[config.mk]
export PLATFORM = sky130hd
export DESIGN_NAME = alu8_flags
export DESIGN_NICKNAME = d
export VERILOG_FILES = /design/src/rtl/alu8_flags.sv
export SDC_FILE = /design/constraint.sdc
export NUM_CORES = 1
export LEC_CHECK = 0
export ABC_AREA = 1
export BUFFER_PORTS_ARGS = -buffer_cell sky130_fd_sc_hd__buf_2
export CAP_MARGIN = 20
export CORE_ASPECT_RATIO = 1.1
export CORE_UTILIZATION = 50
export CTS_CLUSTER_DIAMETER = 150
export DETAILED_ROUTE_END_ITERATION = 6
export GPL_TIMING_DRIVEN = 1
export PLACE_DENSITY = 0.84
export RECOVER_POWER = 100
export SETUP_SLACK_MARGIN = 0.4
export SLEW_MARGIN = 20
export SYNTH_ARGS = -nofsm -noshare
export SYNTH_HDL_FRONTEND = slang
export SYNTH_SLANG_ARGS = --single-unit
[constraint.sdc]
create_clock -name clk -period 0.8 [get_ports clk]
set_input_delay 0.16 -clock clk [delete_from_list [all_inputs] [get_ports clk]]
set_output_delay 0.16 -clock clk [all_outputs]
set_load 0.05 [all_outputs]
[src/rtl/alu8_flags.sv]
module alu8_flags (
  input  logic        clk,
  input  logic        rst_n,
  input  logic [15:0] instr,
  input  logic [7:0]  opd_a,
  input  logic [7:0]  opd_b,
  input  logic [7:0]  flags_in,
  output logic [4:0]  dst_idx,
  output logic [7:0]  result,
  output logic        wr_en,
  output logic [7:0]  flags_out
);
  localparam int FC = 0, FZ = 1, FN = 2, FV = 3, FS = 4, FH = 5;

  wire is_add = instr[15:10] == 6'b000111;
  wire is_one = instr[15:9] == 7'b1001010;
  wire cin    = flags_in[FC];

  logic [7:0] n_res, n_flg;
  logic       n_wr;
  logic [8:0] sum9;
  logic [4:0] sum5;

  always_comb begin
    n_res = 8'h00;
    n_flg = flags_in;
    n_wr  = 1'b0;
    sum9  = {1'b0, opd_a} + {1'b0, opd_b} + {8'h00, cin};
    sum5  = {1'b0, opd_a[3:0]} + {1'b0, opd_b[3:0]} + {4'h0, cin};
    if (is_add) begin
      n_wr = 1'b1;
      n_res = sum9[7:0];
      n_flg[FC] = sum9[8];
      n_flg[FH] = sum5[4];
      n_flg[FV] = (opd_a[7] == opd_b[7]) && (sum9[7] != opd_a[7]);
    end else if (is_one) begin
      n_wr = 1'b1;
      case (instr[3:0])
        4'h0: begin
          n_res = ~opd_a;
          n_flg[FV] = 1'b0;
          n_flg[FC] = 1'b1;
        end
        4'h1: begin
          n_res = 8'h00 - opd_a;
          n_flg[FC] = n_res != 8'h00;
          n_flg[FV] = n_res == 8'h80;
          n_flg[FH] = n_res[3] | opd_a[3];
        end
        4'h3: begin
          n_res = opd_a + 8'h01;
          n_flg[FV] = n_res == 8'h80;
        end
        4'ha: begin
          n_res = opd_a - 8'h01;
          n_flg[FV] = opd_a == 8'h80;
        end
        4'h5, 4'h6, 4'h7: begin
          case (instr[1:0])
            2'b01:   n_res = {opd_a[7], opd_a[7:1]};
            2'b10:   n_res = {1'b0, opd_a[7:1]};
            default: n_res = {cin, opd_a[7:1]};
          endcase
          n_flg[FC] = opd_a[0];
          n_flg[FV] = n_res[7] ^ opd_a[0];
        end
        default: n_wr = 1'b0;
      endcase
    end
    if (n_wr) begin
      n_flg[FZ] = n_res == 8'h00;
      n_flg[FN] = n_res[7];
      n_flg[FS] = n_res[7] ^ n_flg[FV];
    end
  end

  logic primed;
  always_ff @(posedge clk or negedge rst_n) begin
    if (!rst_n) begin
      dst_idx   <= '0;
      result    <= '0;
      wr_en     <= 1'b0;
      flags_out <= '0;
      primed    <= 1'b0;
    end else begin
      dst_idx   <= instr[8:4];
      result    <= n_res;
      wr_en     <= n_wr;
      flags_out <= n_flg;
      primed    <= 1'b1;
    end
  end

  a_r3_sign_rule: assert property (@(posedge clk) disable iff (!rst_n)
    wr_en |-> flags_out[FS] == (flags_out[FN] ^ flags_out[FV]));
  a_r3_zero_flag: assert property (@(posedge clk) disable iff (!rst_n)
    wr_en |-> flags_out[FZ] == (result == 8'h00));
  a_r3_neg_flag: assert property (@(posedge clk) disable iff (!rst_n)
    wr_en |-> flags_out[FN] == result[7]);
  a_r3_high_pass: assert property (@(posedge clk) disable iff (!rst_n)
    primed |-> flags_out[7:6] == $past(flags_in[7:6]));
  a_r12_no_write_keeps: assert property (@(posedge clk) disable iff (!rst_n)
    (primed && !wr_en) |-> flags_out == $past(flags_in));
  a_r2_dest: assert property (@(posedge clk) disable iff (!rst_n)
    primed |-> dst_idx == $past(instr[8:4]));
  a_r7_r8_carry_kept: assert property (@(posedge clk) disable iff (!rst_n)
    (primed && $past(is_one && (instr[3:0] == 4'h3 || instr[3:0] == 4'ha)))
      |-> flags_out[FC] == $past(flags_in[FC]));
endmodule

==> flow_summary.yaml, run 1 <==
yosys:
  synth_area_leaders: "dfrtp_1 (26%), nand2_1 (16%), ha_1 (8.8%)"
  netlist_area_sq_um: 2138
  seq_area_frac_synth_pct: 25.75
  synth_ff_type: "dfrtp_1"
  syn_avg_cell_area_sq_um: 6.539
  synth_largest_area_cell: "dfrtp_1"
  syn_nets: 386
  netlist_instances: 327
  synth-edff-count: 0
  synth_cell_types: 38
  synthDominantCellAreaShare_pct: 25.75
  synth_warnings: 0
  ys_ff_latch: 22
  synth-async-reset-ratio_pct: 100.0
clock_tree:
  post_cts_resized: 147
  cts_setup_buffers: 10
  htree_num_levels: 1
  cts_buffers: 3
  cts.sinks: 22
  cts-root-buf: "clkbuf_8"
  cts_buffer_depth: 2
floorplanning:
  start_util_pct: 53.14
  num_rows: 24
  ios: 64
  fp.dieW_microns: 64.35
  die_h_microns: 70.59
placement:
  hpwl_microns: 6359
  place_area_sq_um: 3293
  place_congestion: 0.9276
  dp.cells: 527
  port_buffers: 63
run_status:
  error_line: "[ERROR DPL-0033] detailed placement checks failed during check placement."
  lastStage: "4_1_cts"
  status: "did not finish"
## stage by stage
step | TNS (ns) | worst slack (ns)
floorplan | -8.828 | -0.9454
global placement | -14.11 | -1.164
detailed placement | -14.81 | -1.260
## synth_stat cells, types with 2 or more instances
| master | number |
|---|---|
| nand3_1 | 31 |
| inv_2 | 3 |
| o21ai_0 | 15 |
| nor2_1 | 32 |
| ha_1 | 15 |
| o21ai_1 | 3 |
| dfrtp_1 | 22 |
| a31oi_1 | 2 |
| or2_2 | 3 |
| inv_1 | 47 |
| or2_1 | 2 |
| fa_1 | 2 |
| nand4_1 | 7 |
| nor2_2 | 3 |
| o22ai_1 | 4 |
| nand2_4 | 4 |
| nand2_2 | 3 |
| o211ai_1 | 2 |
| nand2_1 | 93 |
| nor2_4 | 3 |
| a21oi_1 | 14 |
## kinds of logic after synthesis
family / after synthesis / synth area share (%)
AO/OA/AOI/OAI: 46 / 12.64
adder cells (fa/ha/maj): 17 / 10.65
buffers and inverters: 53 / 9.771
XOR/XNOR: 1 / 0.4097
flip-flops: 22 / 25.75
AND/OR/NAND/NOR: 188 / 40.78
==> run 2: changes to the inputs <==
CORE_ASPECT_RATIO = default   (was 1.1)
CORE_UTILIZATION = 35   (was 50)
CTS_CLUSTER_DIAMETER = default   (was 150)
PLACE_DENSITY = default   (was 0.84)
PLACE_DENSITY_LB_ADDON = 0.15   (was default)
SETUP_SLACK_MARGIN = default   (was 0.4)
==> run 2 against run 1 <==
The flow now finishes, with violations (negative setup slack). Synthesized cell count is the same. Synthesized area is the same.
==> flow_summary.yaml, run 2 <==
worst_setup_path:
  startpoint_type: "primary input"
  end_kind: "flip-flop"
  cp_data_required_time_ns: 0.97
  worstSetupPathType: "primary input to flip-flop"
  worstSetupEndpoint: "flags_out[1]"
  crit_arrival_ns: 1.78
  cp-startpoint: "opd_b[0]"
  worstPathMaxFanout: 2
timing:
  slew_viol_final: 0
  worst_slack_ns: -0.8105
  finalHoldViolCount: 0
  tightest_slew_ns: 0.3280
  whs_ns: 0.08908
  min_period_over_period_pct: 201.3
  maxSlewHeadroom_pct: 78.04
  period_needed_ns: 1.610
  rsz0062_at_grt: "yes"
  setup_viol: 37
  timing.fmax_ghz: 0.6209
layout:
  multi_input_area_sq_um: 1757
  drive_gt1_share_pct: 54.29
  final_util_pct: 69.08
  finalNonFillerCells: 576
  n_antenna_cell: 0
  reg_top3: "flags_out (8), result (8), dst_idx (5)"
  fillCellCount: 495
  regArea_sq_um: 550.5
  final_nets: 561
  final_cell_mix: "buf_4 (84), nand2_1 (79), buf_6 (41), buf_2 (33), inv_1 (32)"
  layout_commonest_cell: "buf_4"
  area_delta_synth_final_pct: 91.28
detailed_routing:
  routed_wl_microns: 7470
  drc: 0
  viasPerCell: 4.849
  drt_iter0_drc: 128
  num_vias: 2793
  ant_nets: 0
  wl_per_cell_microns: 12.97
  dr.pass1.iters: 4
floorplanning:
  core-area_sq_um: 5921
  start_util_pct: 36.12
  die_h_microns: 80.16
  ios: 64
  dieArea_sq_um: 6426
  fp.dieW_microns: 80.16
  num_rows: 28
global_route:
  grt_pass1_vias: 2660
  grt_pass1_wl_microns: 11760
  antenna_found_initial: 0
  grt_max_degree: 23
  grtUsageTotal_pct: 23.41
  grt_overflow: 0
yosys:
  syn_avg_cell_area_sq_um: 6.539
  synthDominantCellAreaShare_pct: 25.75
  synth_warnings: 0
  synthTopCellsByCount: "nand2_1 (93), inv_1 (47), nor2_1 (32), nand3_1 (31), dfrtp_1 (22)"
  synth_cell_types: 38
  seq_area_frac_synth_pct: 25.75
  netlist_instances: 327
  synth-edff-count: 0
  synth_ff_type: "dfrtp_1"
  ys_ff_latch: 22
  synth-async-reset-ratio_pct: 100.0
  netlist_area_sq_um: 2138
  syn_nets: 386
  yosysMostFrequentCell: "nand2_1"
  synth_largest_area_cell: "dfrtp_1"
  synth_area_leaders: "dfrtp_1 (26%), nand2_1 (16%), ha_1 (8.8%)"
placement:
  port_buffers: 63
  hpwl_microns: 5682
  place_congestion: 0.9520
  dp.cells: 552
power_and_ir_drop:
  swShare_pct: 32.78
  p_leak_nw: 2.141
  power_frac_comb_pct: 44.1
  power_density_nw_per_um2: 961.0
  vdd_drop_max_mv: 0.8833
  pwr-share-seq_pct: 29.8
  p_clk_share_pct: 26.1
  switching_power_mw: 1.288
  power.internal_mw: 2.642
min_path:
  hold_class: "primary input to flip-flop"
clock_tree:
  cts_buffers: 3
  htree_num_levels: 1
  cts.sinks: 22
  cts-root-buf: "clkbuf_8"
  clkTransAtPathRegs_ns: 0.08
  cts_tree: "built"
  cts_buffer_depth: 2
flow_run:
  maxCapViolations: 0
run_status:
  violations: "negative setup slack"
  status: "finished, violations left"
## run 2: logic make-up (layout without fill, tap and decap cells)
logic type / after synthesis / count (layout) / synth area share, %
simple gates: 188 / 188 / 40.78
buf+inv: 53 / 227 / 9.771
xor+xnor: 1 / 1 / 0.4097
compound gates: 46 / 46 / 12.64
fa+ha+maj: 17 / 17 / 10.65
flops: 22 / 22 / 25.75
## run 2: timing repair
action | CTS | global route
setup buffers | 8 | 9
hold buffers | 6 | 2
resized for setup | 95 | 71
pin swaps | 26 | 48
hold endpoints to repair | 27 | 2
setup endpoints to repair | 37 | 37
## run 2: critical path, cell delays in order
cell and delay [ns]:
buf_6 0.09, fa_2 0.38, inv_2 0.06, fa_2 0.18, inv_2 0.04, nand3_2 0.05
nand3_2 0.08, nand2_2 0.08, nand2_2 0.05, a21oi_2 0.16, or2_4 0.14, nand3_2 0.06
o21ai_2 0.07, nor2_1 0.06, nand3_1 0.06, nand2_1 0.05
## run 2: through the flow
stage / setup slack (ns) / area [sq um] / setup TNS [ns] / total power, mW
floorplan: -0.9454 / 2258 / -8.800 / 1.908
global placement: -1.193 / 3323 / -14.44 / 2.537
detailed placement: -1.228 / 3323 / -14.62 / 2.553
CTS: -0.7885 / 3805 / -12.56 / 3.779
global route: -0.9228 / 4090 / -14.40 / 4.147
finish: -0.8105 / 4090 / -12.58 / 3.931
## run 2: worst min path at each step
stage | from | to | cells past startpoint
floorplan | rst_n | dst_idx[0] | 0
global placement | rst_n | dst_idx[4] | 2
detailed placement | rst_n | dst_idx[3] | 2
CTS | instr[5] | dst_idx[1] | 1
global route | flags_in[1] | flags_out[1] | 3
finish | flags_in[1] | flags_out[1] | 3
## run 2: routing by layer
metal / GRT usage [%] / up-vias / share of wire [%]
met4: 3.571 / 0 / 1.1
met3: 3.523 / 6 / 5.0
li1: - / 1417 / -
met1: 31.32 / 1297 / 44
met5: 0 / - / 0
met2: 40.34 / 73 / 50
## run 2: layout make-up
class | count | share of cell area [%]
well taps | 75 | 2.294
inverters | 51 | 5.200
repair buffers | 172 | 34.35
multi-input cells | 252 | 42.95
clock inverters | 1 | 0.7342
flip-flops and latches | 22 | 13.46
clock buffers | 3 | 1.009
## run 2: power groups by stage
stage | registers [mW] | clock network, mW | logic [mW]
finish | 1.17 | 1.03 | 1.73
global route | 1.17 | 1.09 | 1.88
CTS | 1.17 | 1.04 | 1.57
detailed placement | 1.18 | 0 | 1.37
global placement | 1.18 | 0 | 1.36
floorplan | 1.33 | 0 | 0.578
(Power assumes the default switching activity.)
==> run 3: changes to the inputs <==
CORE_UTILIZATION = 52   (was 35)
==> run 3 against run 2 <==
The run now fails in 4_1_cts. Synthesized cell count stayed put. Synthesized area stayed put.
==> flow_summary.yaml, run 3 <==
run_status:
  status: "did not finish"
  lastStage: "4_1_cts"
  error_line: "[ERROR DPL-0038] Utilization greater than 100%, impossible to legalize"
yosys:
  synth_ff_type: "dfrtp_1"
  yosysMostFrequentCell: "nand2_1"
  ys_ff_latch: 22
  seq_area_frac_synth_pct: 25.75
  synth-edff-count: 0
  synth-async-reset-ratio_pct: 100.0
  netlist_area_sq_um: 2138
  synth_warnings: 0
  syn_avg_cell_area_sq_um: 6.539
  synth_cell_types: 38
  netlist_instances: 327
  synth_largest_area_cell: "dfrtp_1"
  syn_nets: 386
  synthTopCellsByCount: "nand2_1 (93), inv_1 (47), nor2_1 (32), nand3_1 (31), dfrtp_1 (22)"
  synth_area_leaders: "dfrtp_1 (26%), nand2_1 (16%), ha_1 (8.8%)"
  synthDominantCellAreaShare_pct: 25.75
placement:
  place_area_sq_um: 3237
  port_buffers: 63
  place_congestion: 1.043
  hpwl_microns: 6138
floorplanning:
  die_h_microns: 66.13
  num_rows: 22
  ios: 64
  fp.dieW_microns: 66.13
  start_util_pct: 56.29
clock_tree:
  holdBufCountCts: 5
  htree_num_levels: 1
  cts_buffer_depth: 2
  cts_setup_buffers: 9
  cts.sinks: 22
  cts-root-buf: "clkbuf_8"
  post_cts_resized: 121
  cts_buffers: 3
-- run 3: cell families after synthesis --
logic type | Yosys count | share of synthesized area [%]
simple gates | 188 | 40.78
buf+inv | 53 | 9.771
compound gates | 46 | 12.64
flops | 22 | 25.75
fa+ha+maj | 17 | 10.65
xor+xnor | 1 | 0.4097
-- run 3: per-stage QoR --
stage	setup WS [ns]	util, %	std cells	hold slack [ns]	setup TNS (ns)
3_3_place_gp	-1.135	85.21	518	0.1299	-13.71
3_5_place_dp	-1.262	85.21	518	0.1463	-14.50
2_1_floorplan	-0.9454	-	327	-0.1356	-8.800
